<file path="src/rtl/cpwm_pkg.sv">
package cpwm_pkg;

    typedef enum logic [1:0] {
        PH_IDLE  = 2'd0,
        PH_LEAD  = 2'd1,
        PH_TRAIL = 2'd2
    } phase_e;

endpackage

</file>
<file path="src/rtl/cpwm_prescaler.sv">
module cpwm_prescaler #(
    parameter int PSEL_W = 3
) (
    input  logic              clk,
    input  logic              rst_n,
    input  logic              en,
    input  logic [PSEL_W-1:0] psel,
    output logic              tick,
    output logic [(1<<PSEL_W)-2:0] pre_cnt
);
    localparam int PRE_W = (1 << PSEL_W) - 1;

    logic [PRE_W-1:0] limit;

    // limit = 2^psel - 1, built as a run of low-order ones
    always_comb begin
        limit = '0;
        for (int i = 0; i < PRE_W; i++) begin
            limit[i] = (i < int'(psel));
        end
    end

    assign tick = en && (pre_cnt == limit);

    always_ff @(posedge clk) begin
        if (!rst_n) begin
            pre_cnt <= '0;
        end else if (!en) begin
            pre_cnt <= '0;
        end else if (tick) begin
            pre_cnt <= '0;
        end else begin
            pre_cnt <= pre_cnt + 1'b1;
        end
    end

endmodule

</file>
<file path="src/rtl/cpwm_counter.sv">
module cpwm_counter #(
    parameter int CNT_W = 16
) (
    input  logic             clk,
    input  logic             rst_n,
    input  logic             en,
    input  logic             tick,
    input  logic [CNT_W-1:0] reload_val,
    input  logic [CNT_W-1:0] cmp_val,
    output logic             reload_evt,
    output logic             cmp_evt,
    output logic             reload_pulse
);
    localparam logic [CNT_W-1:0] START = CNT_W'(1);

    logic [CNT_W-1:0] cnt;

    // reload takes priority over compare when both values match
    assign reload_evt = en && tick && (cnt >= reload_val);
    assign cmp_evt    = en && tick && (cnt == cmp_val) && !reload_evt;

    always_ff @(posedge clk) begin
        if (!rst_n) begin
            cnt          <= START;
            reload_pulse <= 1'b0;
        end else begin
            reload_pulse <= reload_evt;
            if (!en) begin
                cnt <= START;
            end else if (reload_evt) begin
                cnt <= START;
            end else if (tick) begin
                cnt <= cnt + 1'b1;
            end
        end
    end

endmodule

</file>
<file path="src/rtl/cpwm_phase_fsm.sv">
module cpwm_phase_fsm
    import cpwm_pkg::*;
(
    input  logic clk,
    input  logic rst_n,
    input  logic en,
    input  logic pol,
    input  logic cmp_evt,
    input  logic reload_evt,
    output logic raw_p,
    output logic raw_n
);
    phase_e state, state_nx;
    logic   pol_q;
    logic   pol_load;

    // next-state: go / match / wrap / rewrap / stop
    always_comb begin
        state_nx = state;
        unique case (state)
            PH_IDLE:  if (en) state_nx = PH_LEAD;
            PH_LEAD:  begin
                if (!en)          state_nx = PH_IDLE;
                else if (cmp_evt) state_nx = PH_TRAIL;
            end
            PH_TRAIL: begin
                if (!en)             state_nx = PH_IDLE;
                else if (reload_evt) state_nx = PH_LEAD;
            end
            default:  state_nx = PH_IDLE;
        endcase
    end

    // polarity is sampled only while idle or on an event
    assign pol_load = (state == PH_IDLE) || cmp_evt || reload_evt;

    always_ff @(posedge clk) begin
        if (!rst_n) begin
            state <= PH_IDLE;
            pol_q <= 1'b0;
        end else begin
            state <= state_nx;
            if (pol_load) pol_q <= pol;
        end
    end

    always_comb begin
        unique case (state)
            PH_TRAIL: raw_p = ~pol_q;
            PH_IDLE,
            PH_LEAD:  raw_p = pol_q;
            default:  raw_p = pol_q;
        endcase
        raw_n = ~raw_p;
    end

endmodule

</file>
<file path="src/rtl/cpwm_deadband.sv">
module cpwm_deadband #(
    parameter int   DB_W    = 3,
    parameter logic RST_VAL = 1'b0
) (
    input  logic            clk,
    input  logic            rst_n,
    input  logic            raw,
    input  logic [DB_W-1:0] db_sel,
    output logic            dout
);
    logic [DB_W-1:0] wait_cnt;

    always_ff @(posedge clk) begin
        if (!rst_n) begin
            dout     <= RST_VAL;
            wait_cnt <= '0;
        end else if (!raw) begin
            dout     <= 1'b0;          // falls undelayed, cancels a pending rise
            wait_cnt <= '0;
        end else if (!dout) begin
            if (wait_cnt == db_sel) dout <= 1'b1;
            else                    wait_cnt <= wait_cnt + 1'b1;
        end
    end

endmodule

</file>
<file path="src/rtl/cpwm_timer.sv">
module cpwm_timer #(
    parameter int CNT_W  = 16,
    parameter int PSEL_W = 3,
    parameter int DB_W   = 3
) (
    input  logic              clk,
    input  logic              rst_n,
    input  logic              en,
    input  logic              pol,
    input  logic [PSEL_W-1:0] psel,
    input  logic [CNT_W-1:0]  reload_val,
    input  logic [CNT_W-1:0]  cmp_val,
    input  logic [DB_W-1:0]   db_sel,
    output logic              out_p,
    output logic              out_n,
    output logic              reload_pulse
);
    localparam int PRE_W = (1 << PSEL_W) - 1;

    logic             tick;
    logic [PRE_W-1:0] pre_cnt;
    logic             reload_evt;
    logic             cmp_evt;
    logic             raw_p;
    logic             raw_n;
    logic [1:0]       raw_vec;
    logic [1:0]       out_vec;

    cpwm_prescaler #(.PSEL_W(PSEL_W)) u_pre (
        .clk(clk), .rst_n(rst_n), .en(en), .psel(psel),
        .tick(tick), .pre_cnt(pre_cnt)
    );

    cpwm_counter #(.CNT_W(CNT_W)) u_cnt (
        .clk(clk), .rst_n(rst_n), .en(en), .tick(tick),
        .reload_val(reload_val), .cmp_val(cmp_val),
        .reload_evt(reload_evt), .cmp_evt(cmp_evt),
        .reload_pulse(reload_pulse)
    );

    cpwm_phase_fsm u_fsm (
        .clk(clk), .rst_n(rst_n), .en(en), .pol(pol),
        .cmp_evt(cmp_evt), .reload_evt(reload_evt),
        .raw_p(raw_p), .raw_n(raw_n)
    );

    assign raw_vec = {raw_n, raw_p};

    for (genvar g = 0; g < 2; g++) begin : g_db
        cpwm_deadband #(.DB_W(DB_W), .RST_VAL(g == 1)) u_db (
            .clk(clk), .rst_n(rst_n), .raw(raw_vec[g]),
            .db_sel(db_sel), .dout(out_vec[g])
        );
    end

    assign out_p = out_vec[0];
    assign out_n = out_vec[1];

endmodule

</file>
<file path="config.mk">
export PLATFORM = sky130hd
export DESIGN_NAME = cpwm_timer
export DESIGN_NICKNAME = d
export VERILOG_FILES = /design/src/rtl/cpwm_pkg.sv /design/src/rtl/cpwm_prescaler.sv /design/src/rtl/cpwm_counter.sv /design/src/rtl/cpwm_phase_fsm.sv /design/src/rtl/cpwm_deadband.sv /design/src/rtl/cpwm_timer.sv
export SDC_FILE = /design/constraint.sdc
export NUM_CORES = 1
export LEC_CHECK = 0
export BUFFER_PORTS_ARGS = -buffer_cell sky130_fd_sc_hd__buf_2
export CAP_MARGIN = 20
export CORE_MARGIN = 5
export CORE_UTILIZATION = 40
export DETAILED_ROUTE_END_ITERATION = 10
export GPL_TIMING_DRIVEN = 0
export PLACE_DENSITY_LB_ADDON = 0.1
export SLEW_MARGIN = 15
export SYNTH_ARGS = -nofsm -noshare
export SYNTH_HDL_FRONTEND = slang
export SYNTH_HIERARCHICAL = 1
export SYNTH_SLANG_ARGS = --single-unit
</file>
<file path="constraint.sdc">
create_clock -name clk -period 2.8 [get_ports clk]
set_clock_uncertainty 0.2 [all_clocks]
set_input_delay 0.14 -clock clk [delete_from_list [all_inputs] [get_ports clk]]
set_output_delay 0.14 -clock clk [all_outputs]
set_load 0.01 [all_outputs]
</file>
; ---- Yosys cells after proc, flatten, opt, wreduce, memory -nomap -nowiden
; Cells that the tools add are included.
[totals]
reg_bits = 35
inputBits = 42
output_inout_bits = 3
elab_cells = 65
[classes]
n_addsub = 4
n_lt_le_gt_ge = 8
n_eq_ne = 9
muxes = 12
bitwise_logic = 7
n_reduce_logical = 16
[ops]
columns = op, n
row1 = "adder 16 x 1 -> 16 bit, second input constant", 1
row2 = == test 16 bit, 1
row3 = >= comparator 16 bit, 1
row4 = 2-to-1 mux 2 bit, 5
row5 = "< comparator 3 bit, first input constant", 3
row6 = "adder 7 x 1 -> 7 bit, second input constant", 1
row7 = == test 7 bit, 1
row8 = inverter 1 bit, 7
row9 = "adder 3 x 1 -> 3 bit, second input constant", 2
row10 = == test 3 bit, 2
row11 = "< comparator 1 x 3 -> 1 bit, first input constant", 2
row12 = "< comparator 2 x 3 -> 1 bit, first input constant", 2
row13 = 2-to-1 mux 1 bit, 6
row14 = case mux 2 bit (3 select lines), 1
row15 = AND reduction 2 bit, 3
row16 = OR reduction 3 bit, 2
row17 = logical AND 1 bit, 5
row18 = "inequality test 3 x 2 -> 1 bit, second input constant", 1
row19 = "inequality test 3 bit, second input constant", 1
row20 = AND reduction 3 bit, 1
row21 = "== test 2 x 1 -> 1 bit, second input constant", 1
row22 = "== test 2 bit, second input constant", 1
row23 = logical NOT 2 bit, 1
row24 = logical OR 1 bit, 2
row25 = 3 further kinds, 3

; ---- Depth between registers and ports, before layout
[depth]
word_depth = 10
mapped_depth = 12
depth_no_buf = 10

; ---- By module
; Netlist, hierarchy kept.
[by_module_without_submodules]
columns = mod, instances, cells_per_inst, area_each_um2, seq_area_each_um2
row1 = cpwm_counter, 1, 159, 1433.9, 340.3
row2 = cpwm_prescaler, 1, 56, 490.5, 140.1
row3 = cpwm_deadband at g_db[1].u_db, 1, 34, 277.8, 80.1
row4 = cpwm_deadband at g_db[0].u_db, 1, 33, 272.8, 80.1
row5 = cpwm_phase_fsm, 1, 17, 166.4, 60.1

; ---- Least setup slack after synthesis
; OpenSTA, ideal clock, no wires.
[synth_timing]
path_kind = input -> register
startpoint = input psel[1]
endpoint = register u_fsm.state[0]
setup_ns = 0.064
t_arrival_ns = 2.693
required_ns = 2.536
setup_slack_ns = -0.157
stages = 12
path_buffers = 3
path_cell_list = buf_6 -> or3_1 -> o31a_1 -> a22oi_4 -> and2_1 -> and2_1 -> clkbuf_1 -> clkbuf_1 -> and2_1 -> nor2b_1 -> o22a_2 -> nor2_1
[synth_between]
elab_chain_cells = 9
elab_cells_between_ends = 17
classes_between = order compare: 7 / eq/ne: 3 / reduce/logical: 7
[synth_rtl]
columns = element, line_no
row1 = "start, declared", cpwm_timer.sv:10  ; input logic [PSEL_W-1:0] psel,
row2 = "< comparator 1 x 3 -> 1 bit, or another cell as far along", cpwm_prescaler.sv:19  ; limit[i] = (i < int'(psel));
row3 = == test 7 bit (*), cpwm_prescaler.sv:23  ; assign tick = en && (pre_cnt == limit);
row4 = logical AND 1 bit (*), cpwm_prescaler.sv:23
row5 = via tick, cpwm_timer.sv:20  ; logic tick;
row6 = logical AND 1 bit (*) (2 in a row), cpwm_counter.sv:19  ; assign reload_evt = en && tick && (cnt >= reload_val);
row7 = via reload_evt, cpwm_timer.sv:22  ; logic reload_evt;
row8 = logical NOT 1 bit, cpwm_counter.sv:20  ; assign cmp_evt = en && tick && (cnt == cmp_val) && !reload_evt;
row9 = logical AND 1 bit, cpwm_counter.sv:20
row10 = inequality test 3 x 2 -> 1 bit (no line), --
row11 = AND reduction 3 bit (no line) (*), --
row12 = "end signal, assigned", cpwm_phase_fsm.sv:42  ; state <= state_nx;
row13 = "end, declared", cpwm_phase_fsm.sv:13  ; phase_e state, state_nx;
; The timed path passes the listed nets; every way through them passes the cells marked *.
; A chain may end at the register's enable or synchronous reset.

; ---- Final worst setup path
[layout_timing]
startpoint = register u_cnt.cnt[0]
endpoint = register u_fsm.pol_q
[layout_between]
elab_chain_cells = 6
elab_cells_between_ends = 8
classes_between = order compare: 1 / eq/ne: 1 / reduce/logical: 6
[layout_rtl]
columns = element, line_no
row1 = "start, declared", cpwm_counter.sv:16  ; logic [CNT_W-1:0] cnt;
row2 = "start signal, assigned", cpwm_counter.sv:33  ; cnt <= cnt + 1'b1;
row3 = >= comparator 16 bit (*), cpwm_counter.sv:19
row4 = logical AND 1 bit (*), cpwm_counter.sv:19
row5 = via reload_evt, cpwm_timer.sv:22
row6 = logical NOT 1 bit, cpwm_counter.sv:20
row7 = logical AND 1 bit, cpwm_counter.sv:20
row8 = logical OR 1 bit, cpwm_phase_fsm.sv:35  ; assign pol_load = (state == PH_IDLE) || cmp_evt || reload_evt;
row9 = logical OR 1 bit (*), cpwm_phase_fsm.sv:35
row10 = "end signal, assigned", cpwm_phase_fsm.sv:43  ; if (pol_load) pol_q <= pol;
row11 = "end, declared", cpwm_phase_fsm.sv:14  ; logic pol_q;
; Marked as above.

==> reports/metrics.yaml <==
critical_path:
  r2r_start: "u_cnt/cnt[0]$_SDFFE_PP1P_"
  crit_arrival_ps: 2690
  critPathRequiredTime_ps: 2770
  r2r_setup_slack_ps: 80
  path_cells: "inv_2 > ha_4 > nand2b_4 > a2111oi_4 > o21ai_1 > a2111o_1 > buf_6 > buf_12 > and2_4 > o311ai_4 > o41ai_2"
  worstSetupPathDepth: 11
  cp_max_fo: 5
  timing.critical_path.buf_inv: 3
  crit_type: "reg2reg"
  cp_top_family: "compound AO/OA/AOI/OAI gates"
  cp-end-kind: "flop"
  r2r-end: "u_fsm/pol_q$_SDFFE_PN0P_"
  r2r_cells: 11
  slowest_delay_ps: 430
  critPathLaunchType: "flop"
  critical-path-slowest-cell: "a2111o_1"
die:
  row_count: 29
  dieArea_mm2: 0.00833
  core_mm2: 0.00639
  dieWidth_um: 91.3
  io_pins: 45
  start_util_pct: 41.4
  dieHeight_um: 91.3
route:
  wirelength_um: 6010
  wl_per_cell_um: 13.6
  drt_pass1_iterations: 4
  ant_nets: 0
  route.vias.total: 2304
  drc: 0
  drtIter0Drc: 43
  viasPerCell: 5.21
synthesis:
  seq_area_frac_synth_pct: 26.5
  syn-num-nets: 361
  synth-main-ff-cell: "dfxtp_1"
  async_reset_ff_share_pct: 0
  synth_cell_type_count: 50
  yosysWarnings: 6
  syn_area_per_cell_um2: 8.83
  synth_area_mm2: 0.00264
  synth_edf_count: 0
  ys_seq_elements: 35
  netlist_instances: 299
sta:
  slew_headroom_pct: 57.3
  fmax_ghz: 0.367
  finalHoldViolCount: 0
  fin_crit_sh_pct: 97.2
  setup_viol: 0
  rsz0062_at_grt: "true"
  period_needed_ps: 2720
  tightestPinTransition_ps: 640
  hold_ws_ps: 45.2
  fin_ws_ps: 78.0
  slew_viol_final: 0
  setup-tns-final_ps: 0
clock_tree:
  cts_tree: "done"
  clk_latency_ps: 290
  cts_root_buffer: "clkbuf_8"
  cts_made_buffers: 5
  clockBufferDepth: 2
  cts_num_sinks: 35
  clkSlewWorstSetupHoldPaths_ps: 90
  htreeDepth: 2
layout:
  ff_latch_area_um2: 709
  layout.cells.non_filler: 442
  fin_nets: 426
  multiInputGateArea_mm2: 0.00186
  antenna-diode-count: 0
  syn_to_final_growth_pct: 24.1
  drive_above_1_share_pct: 27.9
  fill_cells: 625
place:
  pre_cts_slack_ps: -487
  hpwl_um: 4600
  place.gp.congestion: 0.834
  portBuffers: 43
  dp_cells: 419
hold_path:
  whs_endpoint: "g_db[0].u_db/wait_cnt[1]$_SDFFE_PN0P_"
  min-delay-start: "db_sel[1]"
  hold_path_class: "in2reg"
  whs_path_depth: 3
global_route:
  grt.overflow.total: 0
  antenna_found_initial: 0
  grt_pass1_wl_um: 10100
  grt_pass1_vias: 2247
  grt.total_usage_pct: 14.2
  grt_start_max_net_pins: 14
pwr:
  p_leak_uw: 0.00136
  power_density_mw_per_mm2: 320
  ir_drop_uv: 179
  power_uw: 1050
outcome:
  status: "finished, final reports clean"
job:
  drv_cap: 0
-- routing by layer --
layer	global-route usage, %	up-vias	share of wire [%]
li1	-	1217	-
met1	18.1	1041	46
met2	24.3	40	49
met3	2.89	6	3.6
met4	4.03	0	1.4
met5	0	-	0
-- what timing repair did --
action / CTS / global route
endpoints found under the hold margin: 6 / 0
hold buffers: 4 / 0
setup buffers: 2 / 11
gates resized for setup: 8 / 16
pin swaps: 5 / 8
endpoints found under the setup margin: 11 / 7
-- area by class of cell --
class,instances,area share [%]
Buffer,7,1.95
Timing Repair Buffer,60,11.0
Tap cell,77,2.94
Clock buffer,5,2.10
Sequential cell,35,21.6
Multi-Input combinational cell,230,56.8
Clock inverter,3,0.725
Inverter,25,2.86
-- state kept, by name, summed over array words and instances (netlist names) --
signal	count
u_fsm/pol_q	1
u_pre/pre_cnt	7
u_fsm/state	2
u_cnt/cnt	16
g_db.u_db/wait_cnt	6
g_db.u_db/dout	2
u_cnt/reload_pulse	1
-- where the power goes --
| group | total [uW] | internal, uW | leakage [uW] | switching [uW] |
|---|---|---|---|---|
| sequential | 517 | 503 | 0.000284 | 13.4 |
| combinational | 154 | 72.0 | 0.00103 | 81.6 |
| clock | 379 | 178 | 0.0000408 | 201 |
| total | 1050 | 753 | 0.00136 | 296 |
-- through the flow --
stage / cell area (um2) / utilization [%]
3_3_place_gp: 2960 / 46.4
2_1_floorplan: 2650 / -
5_1_grt: 3280 / 51.3
4_1_cts: 3130 / 49.0
6_report: 3280 / 51.3
3_5_place_dp: 2960 / 46.4
-- cell usage after synthesis (2+ instances only) --
cell type | instances | area share, %
dfxtp_1 | 35 | 27
xor2_1 | 30 | 9.9
inv_1 | 25 | 3.6
ha_1 | 20 | 9.5
xnor2_1 | 20 | 6.6
nand2_1 | 17 | 2.4
a211oi_1 | 15 | 4.3
nand4_1 | 11 | 2.6
nor2_1 | 11 | 1.6
nand3_1 | 10 | 1.9
a211oi_2 | 8 | 3.8
nor4_1 | 8 | 1.9
a21oi_1 | 7 | 1.3
o21ai_0 | 7 | 1.3
a31oi_1 | 6 | 1.4
and2_1 | 5 | 1.2
nor2b_1 | 5 | 1.2
nor3_1 | 5 | 0.95
clkbuf_1 | 4 | 0.57
nand2b_1 | 4 | 0.95
and3_1 | 3 | 0.71
o211ai_1 | 3 | 0.85
o21a_1 | 3 | 0.85
or3_1 | 3 | 0.71
a2111oi_0 | 2 | 0.66
a21o_1 | 2 | 0.57
and4_1 | 2 | 0.66
buf_2 | 2 | 0.38
buf_6 | 2 | 0.85
mux2i_1 | 2 | 0.76
o31a_1 | 2 | 0.66
or4_1 | 2 | 0.57
-- tightest hold or removal path, delay by kind of cell --
family / cells / cell delay [ps]
AOI/OAI and AO/OA: 1 / 70
buffers and inverters: 1 / 170
and+or+nand+nor: 1 / 100
-- how the worst max path moves through the flow --
stage / start / end / slack, ps
4_1_cts: u_pre/pre_cnt[2]$_SDFF_PP0_ / u_cnt/cnt[13]$_SDFFE_PP0P_ / 3
3_3_place_gp: psel[0] / u_fsm/state[0]$_SDFFE_PN0P_ / -440
5_1_grt: u_cnt/cnt[0]$_SDFFE_PP1P_ / u_fsm/pol_q$_SDFFE_PN0P_ / -10
3_5_place_dp: psel[0] / u_fsm/state[0]$_SDFFE_PN0P_ / -490
6_report: u_cnt/cnt[0]$_SDFFE_PP1P_ / u_fsm/pol_q$_SDFFE_PN0P_ / 80
2_1_floorplan: psel[1] / u_fsm/state[0]$_SDFFE_PN0P_ / 5
-- cells in the final DEF, fill, tap and decap left out, drive strengths merged, types with 3 or more instances in the layout --
cell type	instances
buf	62
dfxtp	35
xor2	30
inv	26
a211oi	23
xnor2	20
ha	20
nand2	17
nor2	12
nand4	11
nand3	10
nor4	8
o21ai	8
a21oi	7
a31oi	6
clkbuf	6
nor2b	5
nand2b	5
and2	5
nor3	5
dlygate4sd3	4
o211ai	3
o21a	3
or3	3
and3	3
a2111oi	3
-- kinds of logic after synthesis --
family                   share of synthesized area, %
AND/OR/NAND/NOR                                  19.4
AO/OA/AOI/OAI                                    21.4
XOR/XNOR                                         16.6
flip-flops                                       26.5
buffers and inverters                            5.92
adder cells (fa/ha/maj)                          9.47
multiplexers                                    0.758
No activity file was read; power rests on OpenSTA's default activity.
